File: src/rtl/fwp_pkg.sv
package fwp_pkg;
  typedef enum logic [1:0] {
    KS_IDLE   = 2'd0,
    KS_HALF   = 2'd1,
    KS_OPEN   = 2'd2,
    KS_BARRED = 2'd3
  } key_st_t;

  typedef enum logic [1:0] {
    RG_NONE = 2'd0,
    RG_PROG = 2'd1,
    RG_EEP  = 2'd2,
    RG_OPT  = 2'd3
  } region_t;

  localparam logic [7:0] KEY_LO = 8'h56;
  localparam logic [7:0] KEY_HI = 8'hAE;
endpackage

File: src/rtl/fwp_key_fsm.sv
module fwp_key_fsm
  import fwp_pkg::*;
#(
  parameter logic [7:0] FIRST  = 8'h56,
  parameter logic [7:0] SECOND = 8'hAE
) (
  input  logic       clk,
  input  logic       rst_n,
  input  logic       key_wr,
  input  logic [7:0] key_data,
  input  logic       relock,
  output logic       open,
  output logic       barred
);
  key_st_t st_q, st_d;

  always_comb begin
    st_d = st_q;
    if (relock && st_q == KS_OPEN) begin
      st_d = KS_IDLE;
    end else if (key_wr) begin
      unique case (st_q)
        KS_IDLE:   st_d = (key_data == FIRST)  ? KS_HALF : KS_BARRED;
        KS_HALF:   st_d = (key_data == SECOND) ? KS_OPEN : KS_BARRED;
        KS_OPEN:   st_d = KS_OPEN;
        KS_BARRED: st_d = KS_BARRED;
      endcase
    end
  end

  always_ff @(posedge clk) begin
    if (!rst_n) st_q <= KS_IDLE;
    else        st_q <= st_d;
  end

  assign open   = (st_q == KS_OPEN);
  assign barred = (st_q == KS_BARRED);

  // a barred port never recovers before reset
  p_barred_sticky_r4: assert property (@(posedge clk) disable iff (!rst_n)
    barred |=> (barred && !open));

  // opening only follows a key write
  p_open_after_key_r2: assert property (@(posedge clk) disable iff (!rst_n)
    $rose(open) |-> $past(key_wr));

  // relock of an open port closes it
  p_relock_closes_r9: assert property (@(posedge clk) disable iff (!rst_n)
    (open && relock) |=> !open);
endmodule

File: src/rtl/fwp_addr_decode.sv
module fwp_addr_decode
  import fwp_pkg::*;
#(
  parameter int ADDR_W              = 16,
  parameter int BSZ_W               = 7,
  parameter int unsigned PAGE_BYTES = 512,
  parameter int unsigned PM_BASE    = 32'h8000,
  parameter int unsigned PM_BYTES   = 32768,
  parameter int unsigned EE_BASE    = 32'h4000,
  parameter int unsigned EE_BYTES   = 128,
  parameter int unsigned OPT_BASE   = 32'h4800,
  parameter int unsigned OPT_BYTES  = 128
) (
  input  logic [ADDR_W-1:0] addr,
  input  logic [BSZ_W-1:0]  boot_pages,
  output region_t           region,
  output logic              in_boot
);
  localparam int PG_SH = $clog2(PAGE_BYTES);

  logic [31:0] a32, off, boot_bytes;
  logic        hit_pm, hit_ee, hit_opt;

  always_comb begin
    a32        = 32'(addr);
    off        = a32 - PM_BASE;
    boot_bytes = 32'(boot_pages) << PG_SH;
    hit_pm     = (a32 >= PM_BASE)  && (a32 < PM_BASE + PM_BYTES);
    hit_ee     = (a32 >= EE_BASE)  && (a32 < EE_BASE + EE_BYTES);
    hit_opt    = (a32 >= OPT_BASE) && (a32 < OPT_BASE + OPT_BYTES);
    if (hit_pm)       region = RG_PROG;
    else if (hit_ee)  region = RG_EEP;
    else if (hit_opt) region = RG_OPT;
    else              region = RG_NONE;
    in_boot = hit_pm && (off < boot_bytes);
  end

  // boot membership only ever applies inside program memory
  always_comb begin
    a_boot_in_prog_r7: assert (!in_boot || region == RG_PROG);
  end
endmodule

File: src/rtl/flash_wr_guard.sv
module flash_wr_guard
  import fwp_pkg::*;
#(
  parameter int ADDR_W              = 16,
  parameter int DATA_W              = 8,
  parameter int unsigned PAGE_BYTES = 512,
  parameter int unsigned PM_BASE    = 32'h8000,
  parameter int unsigned PM_BYTES   = 32768,
  parameter int unsigned EE_BASE    = 32'h4000,
  parameter int unsigned EE_BYTES   = 128,
  parameter int unsigned OPT_BASE   = 32'h4800,
  parameter int unsigned OPT_BYTES  = 128,
  parameter int unsigned PM_PAGES   = PM_BYTES / PAGE_BYTES,
  parameter int BSZ_W               = $clog2(PM_PAGES + 1)
) (
  input  logic              clk,
  input  logic              rst_n,
  input  logic              req_valid,
  output logic              req_ready,
  input  logic [ADDR_W-1:0] req_addr,
  input  logic [DATA_W-1:0] req_data,
  input  logic              key_wr_prog,
  input  logic              key_wr_eep,
  input  logic [7:0]        key_data,
  input  logic              relock_prog,
  input  logic              relock_eep,
  input  logic              bsz_wr,
  input  logic [BSZ_W-1:0]  bsz_val,
  input  logic              prog_mode,
  output logic [ADDR_W-1:0] wr_addr,
  output logic [DATA_W-1:0] wr_data,
  output logic              we_prog,
  output logic              we_eep,
  output logic              we_opt,
  output logic              unlocked_prog,
  output logic              unlocked_eep,
  output logic              barred_prog,
  output logic              barred_eep,
  output logic              wr_err,
  output logic [BSZ_W-1:0]  boot_pages
);
  localparam int N_KEY = 2;
  localparam logic [BSZ_W-1:0] MAX_PG = BSZ_W'(PM_PAGES);

  logic [N_KEY-1:0] kwr_v, rl_v, open_v, bar_v;
  assign kwr_v = {key_wr_eep, key_wr_prog};
  assign rl_v  = {relock_eep, relock_prog};

  for (genvar g = 0; g < N_KEY; g++) begin : g_key
    fwp_key_fsm #(
      .FIRST  (g == 0 ? KEY_LO : KEY_HI),
      .SECOND (g == 0 ? KEY_HI : KEY_LO)
    ) u_fsm (
      .clk      (clk),
      .rst_n    (rst_n),
      .key_wr   (kwr_v[g]),
      .key_data (key_data),
      .relock   (rl_v[g]),
      .open     (open_v[g]),
      .barred   (bar_v[g])
    );
  end

  assign unlocked_prog = open_v[0];
  assign unlocked_eep  = open_v[1];
  assign barred_prog   = bar_v[0];
  assign barred_eep    = bar_v[1];
  assign req_ready     = 1'b1;

  region_t region;
  logic    in_boot;

  fwp_addr_decode #(
    .ADDR_W(ADDR_W), .BSZ_W(BSZ_W), .PAGE_BYTES(PAGE_BYTES),
    .PM_BASE(PM_BASE), .PM_BYTES(PM_BYTES),
    .EE_BASE(EE_BASE), .EE_BYTES(EE_BYTES),
    .OPT_BASE(OPT_BASE), .OPT_BYTES(OPT_BYTES)
  ) u_dec (
    .addr       (req_addr),
    .boot_pages (boot_pages),
    .region     (region),
    .in_boot    (in_boot)
  );

  logic allow, take;
  always_comb begin
    unique case (region)
      RG_PROG: allow = open_v[0] && (!in_boot || prog_mode);
      RG_EEP:  allow = open_v[1];
      RG_OPT:  allow = open_v[1];
      default: allow = 1'b0;
    endcase
    take = req_valid && req_ready;
  end

  always_ff @(posedge clk) begin
    if (!rst_n) begin
      we_prog    <= 1'b0;
      we_eep     <= 1'b0;
      we_opt     <= 1'b0;
      wr_err     <= 1'b0;
      wr_addr    <= '0;
      wr_data    <= '0;
      boot_pages <= '0;
    end else begin
      we_prog <= take && allow && region == RG_PROG;
      we_eep  <= take && allow && region == RG_EEP;
      we_opt  <= take && allow && region == RG_OPT;
      if (take && !allow && region != RG_NONE) wr_err <= 1'b1;
      if (take) begin
        wr_addr <= req_addr;
        wr_data <= req_data;
      end
      if (bsz_wr && prog_mode)
        boot_pages <= (bsz_val > MAX_PG) ? MAX_PG : bsz_val;
    end
  end

  p_one_strobe_r6: assert property (@(posedge clk) disable iff (!rst_n)
    $onehot0({we_prog, we_eep, we_opt}));

  p_prog_needs_key_r5: assert property (@(posedge clk) disable iff (!rst_n)
    we_prog |-> $past(open_v[0]));

  p_data_needs_key_r6: assert property (@(posedge clk) disable iff (!rst_n)
    (we_eep || we_opt) |-> $past(open_v[1]));

  p_boot_guard_r7: assert property (@(posedge clk) disable iff (!rst_n)
    we_prog |-> ($past(prog_mode) || !$past(in_boot)));

  p_size_mode_r8: assert property (@(posedge clk) disable iff (!rst_n)
    !$stable(boot_pages) |-> $past(prog_mode));

  p_size_cap_r8: assert property (@(posedge clk) disable iff (!rst_n)
    boot_pages <= MAX_PG);

  p_err_sticky_r10: assert property (@(posedge clk) disable iff (!rst_n)
    wr_err |=> wr_err);

  p_ready_r11: assert property (@(posedge clk) disable iff (!rst_n)
    req_ready);
endmodule

File: config.mk
export PLATFORM = sky130hd
export DESIGN_NAME = flash_wr_guard
export DESIGN_NICKNAME = d
export VERILOG_FILES = /design/src/rtl/fwp_pkg.sv /design/src/rtl/fwp_key_fsm.sv /design/src/rtl/fwp_addr_decode.sv /design/src/rtl/flash_wr_guard.sv
export SDC_FILE = /design/constraint.sdc
export NUM_CORES = 1
export LEC_CHECK = 0
export BUFFER_PORTS_ARGS = -buffer_cell sky130_fd_sc_hd__buf_2
export CAP_MARGIN = 20
export CORE_MARGIN = 8
export CORE_UTILIZATION = 40
export CTS_BUF_LIST = sky130_fd_sc_hd__clkbuf_16
export DETAILED_ROUTE_END_ITERATION = 10
export PLACE_DENSITY = 0.71
export SETUP_SLACK_MARGIN = 0.3
export SYNTH_ARGS = -nofsm -noshare
export SYNTH_HDL_FRONTEND = slang
export SYNTH_SLANG_ARGS = --single-unit
File: constraint.sdc
create_clock -name clk -period 3 [get_ports clk]
set_clock_uncertainty 0.05 [all_clocks]
set_input_delay 0.45 -clock clk [delete_from_list [all_inputs] [get_ports clk]]
set_output_delay 0.45 -clock clk [all_outputs]
set_load 0.01 [all_outputs]
==> results.md, run 1 <==
* Buffers inserted by post-CTS timing repair at 0
* Routed length per placed instance at 13.83 µm
* CP startpoint: boot_pages[1]
* Arrival time worst endpoint at 1.99 ns
* CP Buf/Inv Count at 1
* Estimated wirelength of the detail-placed design at 3344 µm
* CP max stage cell: a2111oi_4
* Dominant combinational cell family by area after synthesis: simple AND/OR/NAND/NOR gates
* Overall die area at 6760 µm²
* Final worst path period share at 60.72%
* Max-slew headroom at 47.67%
* Synth Area in Adders at 4.280%
* Root Buffer: clkbuf_16
* Switching share of total power at 21.26%
* Reg-to-reg endpoint: wr_err
* Overflow left after global routing at 0
* Total CTS buffers at 5
* Overall die width at 82.22 µm
* Area growth from synthesis to final layout at 36.52%
* Total Nets Final at 314
* Final Routed Wirelength at 4330 µm
* Startpoint class of the critical path: flip-flop
* Worst min path class: input port to flip-flop
* Total number of H-tree levels at 2
* Number of top-level pins at 88
* Site Rows at 24
* Count of placed standard cells in the final layout, fillers left out at 313
* Multi-input gate area in the final layout at 895.9 µm²
* Mapped Area at 1754 µm²
* Seq pwr share at 40.0%
* Area share of the largest cell type after synthesis at 44.51%
* Share of async-settable or async-resettable flops after synthesis at 0%
* Effective utilization at floorplan at 40.85%
* Basic-gate share of the synthesized area counting and, or, nand and nor cells at 23.18%
* Final-report hold violation count at 0
* Setup-failing EPs final at 0
* Critical register-to-register path startpoint: boot_pages[1]
* Family of cells with the greatest summed delay on the critical path: compound AO/OA/AOI/OAI gates
* Bufs on Longest Clock Path at 2
* Element type at the critical path end: flip-flop
* GR Util All Layers at 12.88%
* Initial DRT Pass Iterations at 2
* Power per Cell Area at 586.5 nW/µm²
* Mean instance size in the synthesized netlist at 9.967 µm²
* CTS Hold Bufs at 0
* Main synth FF type: dfxtp_1
* Shortest period the worst path allows at 1.822 ns
* Maximum vdd ir drop at 407.5 µV
* Yosys warnings at 0
* Mapped Nets at 230
* Setup repair after global routing missed its margin: no
* Leakage dissipation at 1.153 nW
* Total negative setup slack at 0 ns
* Count of unresolved DRC violations after routing at 0
* CTS clock-pin slew for the worst setup and hold paths at 0.06 ns
* Sw Pwr at 0.2987 mW
* Number of stages on the worst hold path at 2
* Fraction of layout instances using a drive strength above 1 at 36.78%
* Worst-path maximum fanout at 3
* Vert. Die Dim at 82.22 µm
* Critical Path End: wr_err
* Final count of pins violating max slew at 0
* Result of the run: complete, no violations
* Post-placement cell count at 305
* RePlAce Congestion at 0.7101
* Most area-consuming cells after synthesis: dfxtp_1, mux2i_1, nor2b_1
* Reported max-cap violation count at 0
* Clock network fraction of design power at 47.6%
* Seq. cell area at 780.7 µm²
* Vias at 1465
* Port bufs at 86
* Number of synthesized flops with an enable pin at 0
* Depth of the most critical reg-to-reg path at 6
* Largest net degree at the start of global routing at 39
* Portion of total power attributed to combinational logic at 12.4%
* Post-synthesis cell count at 176
* Worst path required time at 3.17 ns
* Largest stage delay on the critical path at 0.42 ns
* Total of fill cells in the finished design at 423
* Fmax at 548.9 MHz
* Tightest Pin Transition at 0.7850 ns
* Number of global-route vias before repair at 1531
* Post-synth cell types at 33
* Synthesized-area fraction occupied by xor and xnor cells at 0%
* Total inserted antenna cells at 0
* Critical Path, Cell by Cell: inv_1 > ha_1 > a211o_1 > a2111oi_4 > o221ai_2 > a21boi_2
* Worst path depth at 6
* Post-detailed-route via-to-cell ratio at 4.681
* Post-synthesis compound-gate area fraction at 9.700%
* Flop and latch count out of synthesis at 39
* Number of nets still failing antenna checks after routing at 0
* Clock sink total at 39
* Total internal power at 1.106 mW
* Setup slack of the worst register-to-register path at 1.18 ns
* Core region area at 4294 µm²
* First-pass GRT wire length at 6789 µm
* Clock latency of the later-clocked register in the worst-skew pair at 0.28 ns
* Kind of critical path: flip-flop to flip-flop
* Share of synthesized area occupied by flip-flops and latches at 44.51%
* Clock tree from TritonCTS: built
* Leading area contributor after synthesis: dfxtp_1
* Violation count after the first detailed-route iteration at 39
* Post-cts gate resize count at 0
* Multiplexer share of the synthesized area at 13.69%
* Number of antenna violations at the first check in global routing at 0
==> synthesized netlist by cell type (2+ instances only) <==
cell type  number
nor3b_1         8
dfxtp_1        39
and3_1          2
a31oi_1         2
nor3_1          2
nand4_1         2
mux2i_1        24
inv_1           9
nor2b_1        34
buf_4           2
nor2_1          5
clkbuf_1        5
a221oi_1        2
buf_2           2
nand2_1         4
ha_1            6
a21oi_1         6
nor4b_1         2
o21ai_0         5
and2_1          2
==> cell usage in the layout (no fill, tap or decap), types with 5 or more instances in the layout <==
cell,synthesis,layout
mux2i_1,24,24
a21oi_1,6,6
dfxtp_1,39,39
o21ai_0,5,5
nor2_1,5,5
buf_2,2,86
nor3b_1,8,8
ha_1,6,6
nor2b_1,34,34
inv_1,9,10
clkbuf_16,0,5
==> cells by family after synthesis <==
kind of cell             count (synthesis)
adder cells (fa/ha/maj)                  6
buffers and inverters                   18
other                                    1
multiplexers                            24
flip-flops                              39
AND/OR/NAND/NOR                         66
AO/OA/AOI/OAI                           22
==> flip-flops by register name, summed over array words and instances (netlist names) <==
register	count
wr_err	1
we_eep	1
wr_data	8
wr_addr	16
boot_pages	7
we_prog	1
g_key.u_fsm.st_q	4
we_opt	1
==> routing by layer <==
| layer | routed length [µm] | up-vias | part of all wire (%) | global-route usage [%] |
|---|---|---|---|---|
| met5 | 0 | - | 0 | 0 |
| met4 | 82 | 0 | 1.9 | 6.667 |
| met3 | 377 | 7 | 8.7 | 3.896 |
| met2 | 2030 | 46 | 47 | 21.38 |
| met1 | 1839 | 640 | 42 | 14.58 |
| li1 | - | 772 | - | - |
==> through the flow <==
stage	setup slack [ns]	instance area, µm²	utilization, %	power (mW)	hold WS (ns)
6_report	1.178	2395	55.77	1.405	0.3094
2_1_floorplan	1.204	1754	-	0.6739	0.4073
3_5_place_dp	0.9784	2206	51.37	0.7501	0.4100
3_3_place_gp	1.011	2206	51.37	0.7459	0.4017
5_1_grt	1.038	2395	55.77	1.472	0.3094
4_1_cts	1.155	2395	55.77	1.426	0.3033
==> how the worst min path moves through the flow <==
stage / from / to / slack (ns)
4_1_cts: relock_prog / g_key[0].u_fsm.st_q[1] / 0.30
2_1_floorplan: g_key[0].u_fsm.st_q[0] / g_key[0].u_fsm.st_q[0] / 0.41
6_report: relock_prog / g_key[0].u_fsm.st_q[1] / 0.31
3_3_place_gp: wr_err / wr_err / 0.40
5_1_grt: relock_eep / g_key[1].u_fsm.st_q[1] / 0.31
3_5_place_dp: wr_err / wr_err / 0.41
==> power by group through the flow <==
stage,Clock [mW],Combinational [mW],Sequential [mW]
2_1_floorplan,0,0.0905,0.583
3_3_place_gp,0,0.174,0.572
3_5_place_dp,0,0.177,0.573
4_1_cts,0.686,0.177,0.562
5_1_grt,0.710,0.195,0.566
6_report,0.668,0.174,0.562
==> worst register-to-register path, cell delays in order, from the launching register on <==
cell       delay (ns)
dfxtp_1          0.34
inv_1            0.06
ha_1             0.27
a211o_1          0.29
a2111oi_4        0.42
o221ai_2         0.16
a21boi_2         0.17
==> area by class of cell <==
cell class	instances	area share (%)
clock inverters	3	2.665
repair buffers	86	17.97
clock buffers	5	5.225
well taps	52	2.717
inverters	9	1.411
multi-input cells	119	37.41
flip-flops and latches	39	32.60
Note: power is estimated with default switching activity, not from simulation.
==> run 2, diff against run 1 <==
ABC_AREA = 1   (was default)
clock period = 1.69 ns   (was 3 ns; I/O delays follow)
==> run 2 against run 1 <==
  * Total power increased by 60%
  * Synthesized cell count increased by 40%
  * Synthesized area increased by 0.93%
  * Sequential power increased by 80%
  * Sequential cell count unchanged
  * Die area increased by 0.76%
  * Register-to-register slack got worse by 0.96 ns
==> results.md, run 2 <==
* Kind of critical path: flip-flop to flip-flop
* Count of unresolved DRC violations after routing at 0
* Mapped Area at 1770 µm²
* Commonest cells after routing, fill and taps aside: buf_2, nor2_1, dfxtp_1
* First-pass GRT wire length at 7541 µm
* Site Rows at 24
* Leakage dissipation at 1.280 nW
* Total Nets Final at 388
* Leading area contributor after synthesis: dfxtp_1
* Reg-to-reg endpoint: we_prog
* Mean instance size in the synthesized netlist at 7.168 µm²
* Total negative setup slack at 0 ns
* CP max stage cell: dfxtp_2
* M3 GR Usage at 7.576%
* Number of flip-flops in the largest register at 16
* Element type at the critical path end: flip-flop
* Root Buffer: clkbuf_16
* Overall die width at 82.53 µm
* Number of global-route vias before repair at 1799
* Clock tree from TritonCTS: built
* Cell mode on critical path: nand2_1
* Final-report hold violation count at 0
* Power per Cell Area at 926.5 nW/µm²
* Synth top cells by count: nor2_1, dfxtp_1, nand2_1, inv_1, a21oi_1
* Setup repair after global routing missed its margin: yes
* Worst path required time at 1.85 ns
* Setup slack of the worst register-to-register path at 0.22 ns
* Post-detailed-route via-to-cell ratio at 4.740
* Core region area at 4324 µm²
* Share of synthesized area occupied by flip-flops and latches at 44.10%
* Number of antenna violations at the first check in global routing at 0
* CP Buf/Inv Count at 2
* Most area-consuming cells after synthesis: dfxtp_1, nor2_1, nand2_1
* Total of fill cells in the finished design at 432
* Vias at 1825
* Number of stages on the worst hold path at 3
* Fraction of layout instances using a drive strength above 1 at 37.54%
* Final Routed Wirelength at 4906 µm
* Post-synth cell types at 25
* Met2 layer usage reported by global route at 23.65%
* Largest net degree at the start of global routing at 20
* Shortest period the worst path allows at 1.475 ns
* Area growth from synthesis to final layout at 36.89%
* Maximum vdd ir drop at 510.2 µV
* Vert. Die Dim at 82.53 µm
* Overflow left after global routing at 0
* Setup-failing EPs final at 0
* Estimated wirelength of the detail-placed design at 3830 µm
* Flop and latch count out of synthesis at 39
* Cell with the most instances after synthesis: nor2_1
* Critical Path, Cell by Cell: inv_2 > ha_4 > nand2_2 > inv_2 > nand2_1 > nand2_1 > nand2_1 > nand2_1 > nand2_1 > nand2_1 > nand2_2 > nand2_2 > nand3_2 > nor2_2
* Area of all placed cells without fillers at 2424 µm²
* Depth of the most critical reg-to-reg path at 14
* Post-synthesis cell count at 247
* Number of nets still failing antenna checks after routing at 0
* Worst-path maximum fanout at 2
* CTS clock-pin slew for the worst setup and hold paths at 0.05 ns
* Reported max-cap violation count at 0
* GR Util All Layers at 14.22%
* Yosys warnings at 0
* Routed length per placed instance at 12.74 µm
* Arrival time worst endpoint at 1.64 ns
* Clock latency of the later-clocked register in the worst-skew pair at 0.27 ns
* Worst min path class: input port to flip-flop
* Family of cells with the greatest summed delay on the critical path: simple AND/OR/NAND/NOR gates
* Clock sink total at 39
* Largest register by flop count: wr_addr
* Overall die area at 6811 µm²
* Total CTS buffers at 5
* Startpoint class of the critical path: flip-flop
* M1 GR Usage at 15.10%
* Standard cell area after detailed placement at 2243 µm²
* Final count of pins violating max slew at 0
* RePlAce Congestion at 0.8208
* Endpoint of the worst hold path: wr_data[1]
* Share of async-settable or async-resettable flops after synthesis at 0%
* Violation count after the first detailed-route iteration at 77
* Mapped Nets at 301
* Initial DRT Pass Iterations at 4
* Largest stage delay on the critical path at 0.34 ns
* Gr busiest metal: met2
* Main synth FF type: dfxtp_1
* Total number of H-tree levels at 2
* Fmax at 678.1 MHz
* Number of synthesized flops with an enable pin at 0
* Startpoint of the most critical hold path: req_data[1]
* Final worst path period share at 87.26%
* Area share of the largest cell type after synthesis at 44.10%
* Critical register-to-register path startpoint: boot_pages[2]
* Bufs on Longest Clock Path at 2
* Largest registers: wr_addr x16, wr_data x8, boot_pages x7
* Most common cell after layout, fill and taps aside: buf_2
* Port bufs at 86
* Total inserted antenna cells at 0
* Result of the run: complete, no violations
* Number of top-level pins at 88
* Effective utilization at floorplan at 40.94%
## run 2: worst min-delay path: cells and delay by family
kind	cells	cell delay (ns)
buffers and inverters	1	0.07
and+or+nand+nor	2	0.11
## run 2: logic make-up (layout without fill, tap and decap cells)
kind of cell	count (synthesis)	in the layout	share of synthesized area, %
AND/OR/NAND/NOR	99	99	23.53
AO/OA/AOI/OAI	58	58	17.95
buffers and inverters	44	130	9.965
flip-flops	39	39	44.10
adder cells (fa/ha/maj)	6	6	4.240
other	1	1	0.2118
## run 2: how the worst max path moves through the flow
stage          slack (ns)           from      end  cells after the start
2_1_floorplan        0.29  boot_pages[2]  we_prog                     14
3_3_place_gp         0.18   req_addr[15]  we_prog                     10
3_5_place_dp         0.15   req_addr[15]  we_prog                     10
4_1_cts              0.21  boot_pages[2]   we_opt                     14
5_1_grt              0.12  boot_pages[2]  we_prog                     14
6_report             0.22  boot_pages[2]  we_prog                     14
## run 2: repair_timing
action                     in CTS  in global routing
setup endpoints to repair       4                  5
buffers inserted                1                  0
pin swaps                       6                  8
hold buffers                    0                  0
gates resized for setup         7                  3
## run 2: layout make-up
| class | instances | area [µm²] | share of cell area, % |
|---|---|---|---|
| Sequential cell | 39 | 784.5 | 32.37 |
| Timing Repair Buffer | 90 | 460.4 | 19.00 |
| Tap cell | 52 | 65.06 | 2.685 |
| Inverter | 34 | 127.6 | 5.266 |
| Multi-Input combinational cell | 164 | 857.1 | 35.36 |
| Clock buffer | 5 | 125.1 | 5.163 |
| Clock inverter | 1 | 3.754 | 0.1549 |
## run 2: report_power, final
part	internal, mW	total (mW)	switching, mW
Sequential	0.981	1.01	0.0320
Combinational	0.161	0.380	0.219
Clock	0.524	0.852	0.328
## run 2: metrics by stage
stage | hold slack [ns] | util [%] | setup WS (ns) | cells | power (mW)
global route | 0.1505 | 56.05 | 0.1194 | 385 | 2.376
global placement | 0.3938 | 51.88 | 0.1840 | 378 | 1.392
detailed placement | 0.4043 | 51.88 | 0.1458 | 378 | 1.399
CTS | 0.1467 | 55.82 | 0.2145 | 385 | 2.276
finish | 0.1484 | 56.05 | 0.2152 | 385 | 2.245
floorplan | 0.3384 | - | 0.2939 | 247 | 1.238
## run 2: per-layer routing
layer | share of wire [%] | wire length, µm
met5 | 0 | 0
met4 | 0.94 | 46
met3 | 13 | 616
met2 | 45 | 2209
met1 | 41 | 2034
==> run 3, diff against run 2 <==
PLACE_DENSITY = 0.68   (was 0.71)
==> run 3 against run 2 <==
  * Register-to-register slack better by 0.05 ns
  * Sequential cell count unchanged
  * First-iteration DRC count down 6.5%
  * Cell count up 0.78%
  * Critical path depth unchanged
  * Core utilization up 0.46 points
  * Sequential share of layout area down 0.27 points
  * Global-route usage up 0.71 points
  * Clock power up 6.8%
  * Final area up 0.83%
  * Hold slack worse by 0.0081 ns
  * Critical path type unchanged
  * Largest cell class unchanged
==> results.md, run 3 (same netlist as run 2, synthesis figures left out) <==
* Result of the run: complete, no violations
* Most common cell after layout, fill and taps aside: buf_2
* Root Buffer: clkbuf_16
* Overflow left after global routing at 0
* Vias at 1828
* Seq. cell area at 784.5 µm²
* Number of top-level pins at 88
* Site Rows at 24
* Total Nets Final at 389
* Setup repair after global routing missed its margin: yes
* Commonest cells after routing, fill and taps aside: buf_2, nor2_1, dfxtp_1
* Setup-failing EPs final at 0
* Setup slack of the worst register-to-register path at 0.27 ns
* Arrival time worst endpoint at 1.59 ns
* Overall die area at 6811 µm²
* Port bufs at 86
* Final count of pins violating max slew at 0
* Post-detailed-route via-to-cell ratio at 4.711
* Number of nets still failing antenna checks after routing at 0
* Worst path required time at 1.86 ns
* Power per Cell Area at 940.9 nW/µm²
* Shortest period the worst path allows at 1.422 ns
* Bufs on Longest Clock Path at 2
* Estimated wirelength of the detail-placed design at 3865 µm
* Leakage dissipation at 1.285 nW
* Total number of H-tree levels at 2
* Overall die width at 82.53 µm
* Count of unresolved DRC violations after routing at 0
* Critical register-to-register path startpoint: boot_pages[2]
* Worst-path maximum fanout at 2
* Clock tree from TritonCTS: built
* Number of global-route vias before repair at 1864
* Routed length per placed instance at 12.63 µm
* Kind of critical path: flip-flop to flip-flop
* First-pass GRT wire length at 7955 µm
* Number of antenna violations at the first check in global routing at 0
* Total of fill cells in the finished design at 435
* Largest register by flop count: wr_addr
* CP startpoint: boot_pages[2]
* Reported max-cap violation count at 0
* Element type at the critical path end: flip-flop
* CTS clock-pin slew for the worst setup and hold paths at 0.06 ns
* Core region area at 4324 µm²
* Clock sink total at 39
* Reg-to-reg endpoint: we_opt
* Worst min path class: input port to flip-flop
* Endpoint of the worst hold path: wr_addr[3]
* Largest registers: wr_addr x16, wr_data x8, boot_pages x7
* Total negative setup slack at 0 ns
* Final-report hold violation count at 0
* Area growth from synthesis to final layout at 38.02%
* Vert. Die Dim at 82.53 µm
* Layout Utilization at 56.51%
* Initial DRT Pass Iterations at 5
* Number of flip-flops in the largest register at 16
* Largest net degree at the start of global routing at 22
* Fraction of layout instances using a drive strength above 1 at 38.10%
* Final worst path period share at 84.16%
* GR Util All Layers at 14.92%
* Startpoint of the most critical hold path: req_addr[3]
* Clock latency of the later-clocked register in the worst-skew pair at 0.28 ns
* Fmax at 703.1 MHz
* Total inserted antenna cells at 0
* Violation count after the first detailed-route iteration at 72
* Effective utilization at floorplan at 40.94%
* Startpoint class of the critical path: flip-flop
* Final Routed Wirelength at 4900 µm
* Maximum vdd ir drop at 616.8 µV
* Depth of the most critical reg-to-reg path at 14
* RePlAce Congestion at 0.7557
* Multi-input gate area in the final layout at 853.3 µm²
* Total CTS buffers at 5
* Number of stages on the worst hold path at 3
run 3: changes by cell type in the layout (fill, tap and decap cells not counted), sizes merged:
cell	before	now
clkinv	0	1
inv	35	34
buf	90	91
clkinvlp	0	2
run 3: repair_timing:
action,in CTS,in global routing
setup endpoints to repair,4,5
resized for setup,6,3
hold buffers,0,0
setup buffers,1,1
pin swaps,5,5
run 3: worst max-delay path by stage:
stage,end,slack [ns],cells after the start
after floorplan,we_prog,0.29,14
after global placement,we_prog,0.19,10
after detailed placement,we_prog,0.14,10
after CTS,we_prog,0.24,14
after global routing,we_prog,0.12,14
final,we_opt,0.27,14
run 3: metrics by stage:
| stage | instances | setup WS [ns] | instance area [µm²] | power, mW | hold WS (ns) |
|---|---|---|---|---|---|
| finish | 388 | 0.2678 | 2444 | 2.299 | 0.1403 |
| global route | 388 | 0.1185 | 2444 | 2.423 | 0.1418 |
| CTS | 387 | 0.2383 | 2429 | 2.330 | 0.1368 |
| detailed placement | 378 | 0.1389 | 2243 | 1.399 | 0.3996 |
| global placement | 378 | 0.1859 | 2243 | 1.391 | 0.3935 |
| floorplan | 247 | 0.2939 | 1774 | 1.238 | 0.3384 |
run 3: cell type report:
cell class	instances	share of cell area (%)
Clock inverter	3	0.8193
Tap cell	52	2.663
Sequential cell	39	32.10
Timing Repair Buffer	91	19.15
Clock buffer	5	5.120
Multi-Input combinational cell	164	34.92
Inverter	34	5.223
run 3: per-layer routing:
| layer | global-route usage (%) | vias to the layer above | wire [µm] |
|---|---|---|---|
| met4 | 7.759 | 0 | 96 |
| li1 | - | 973 | - |
| met2 | 24.59 | 56 | 2230 |
| met3 | 5.736 | 8 | 515 |
| met1 | 16.35 | 791 | 2057 |
| met5 | 0 | - | 0 |
run 3: where the power goes:
part           internal [mW]  leakage (nW)  total (mW)  switching (mW)
sequential             0.981         0.324        1.01          0.0317
combinational          0.159         0.895       0.377           0.218
clock                  0.543        0.0658       0.910           0.367
run 3: worst max-delay path, cell delays in order (launching register included):
cell	delay, ns
dfxtp_2	0.33
inv_2	0.04
ha_4	0.26
nand2_2	0.05
inv_2	0.03
nand2_1	0.03
nand2_1	0.05
nand2_1	0.05
nand2_1	0.05
nand2_1	0.05
nand2_1	0.07
nand2_2	0.06
nand2_2	0.07
nand3_2	0.07
nor2_1	0.08
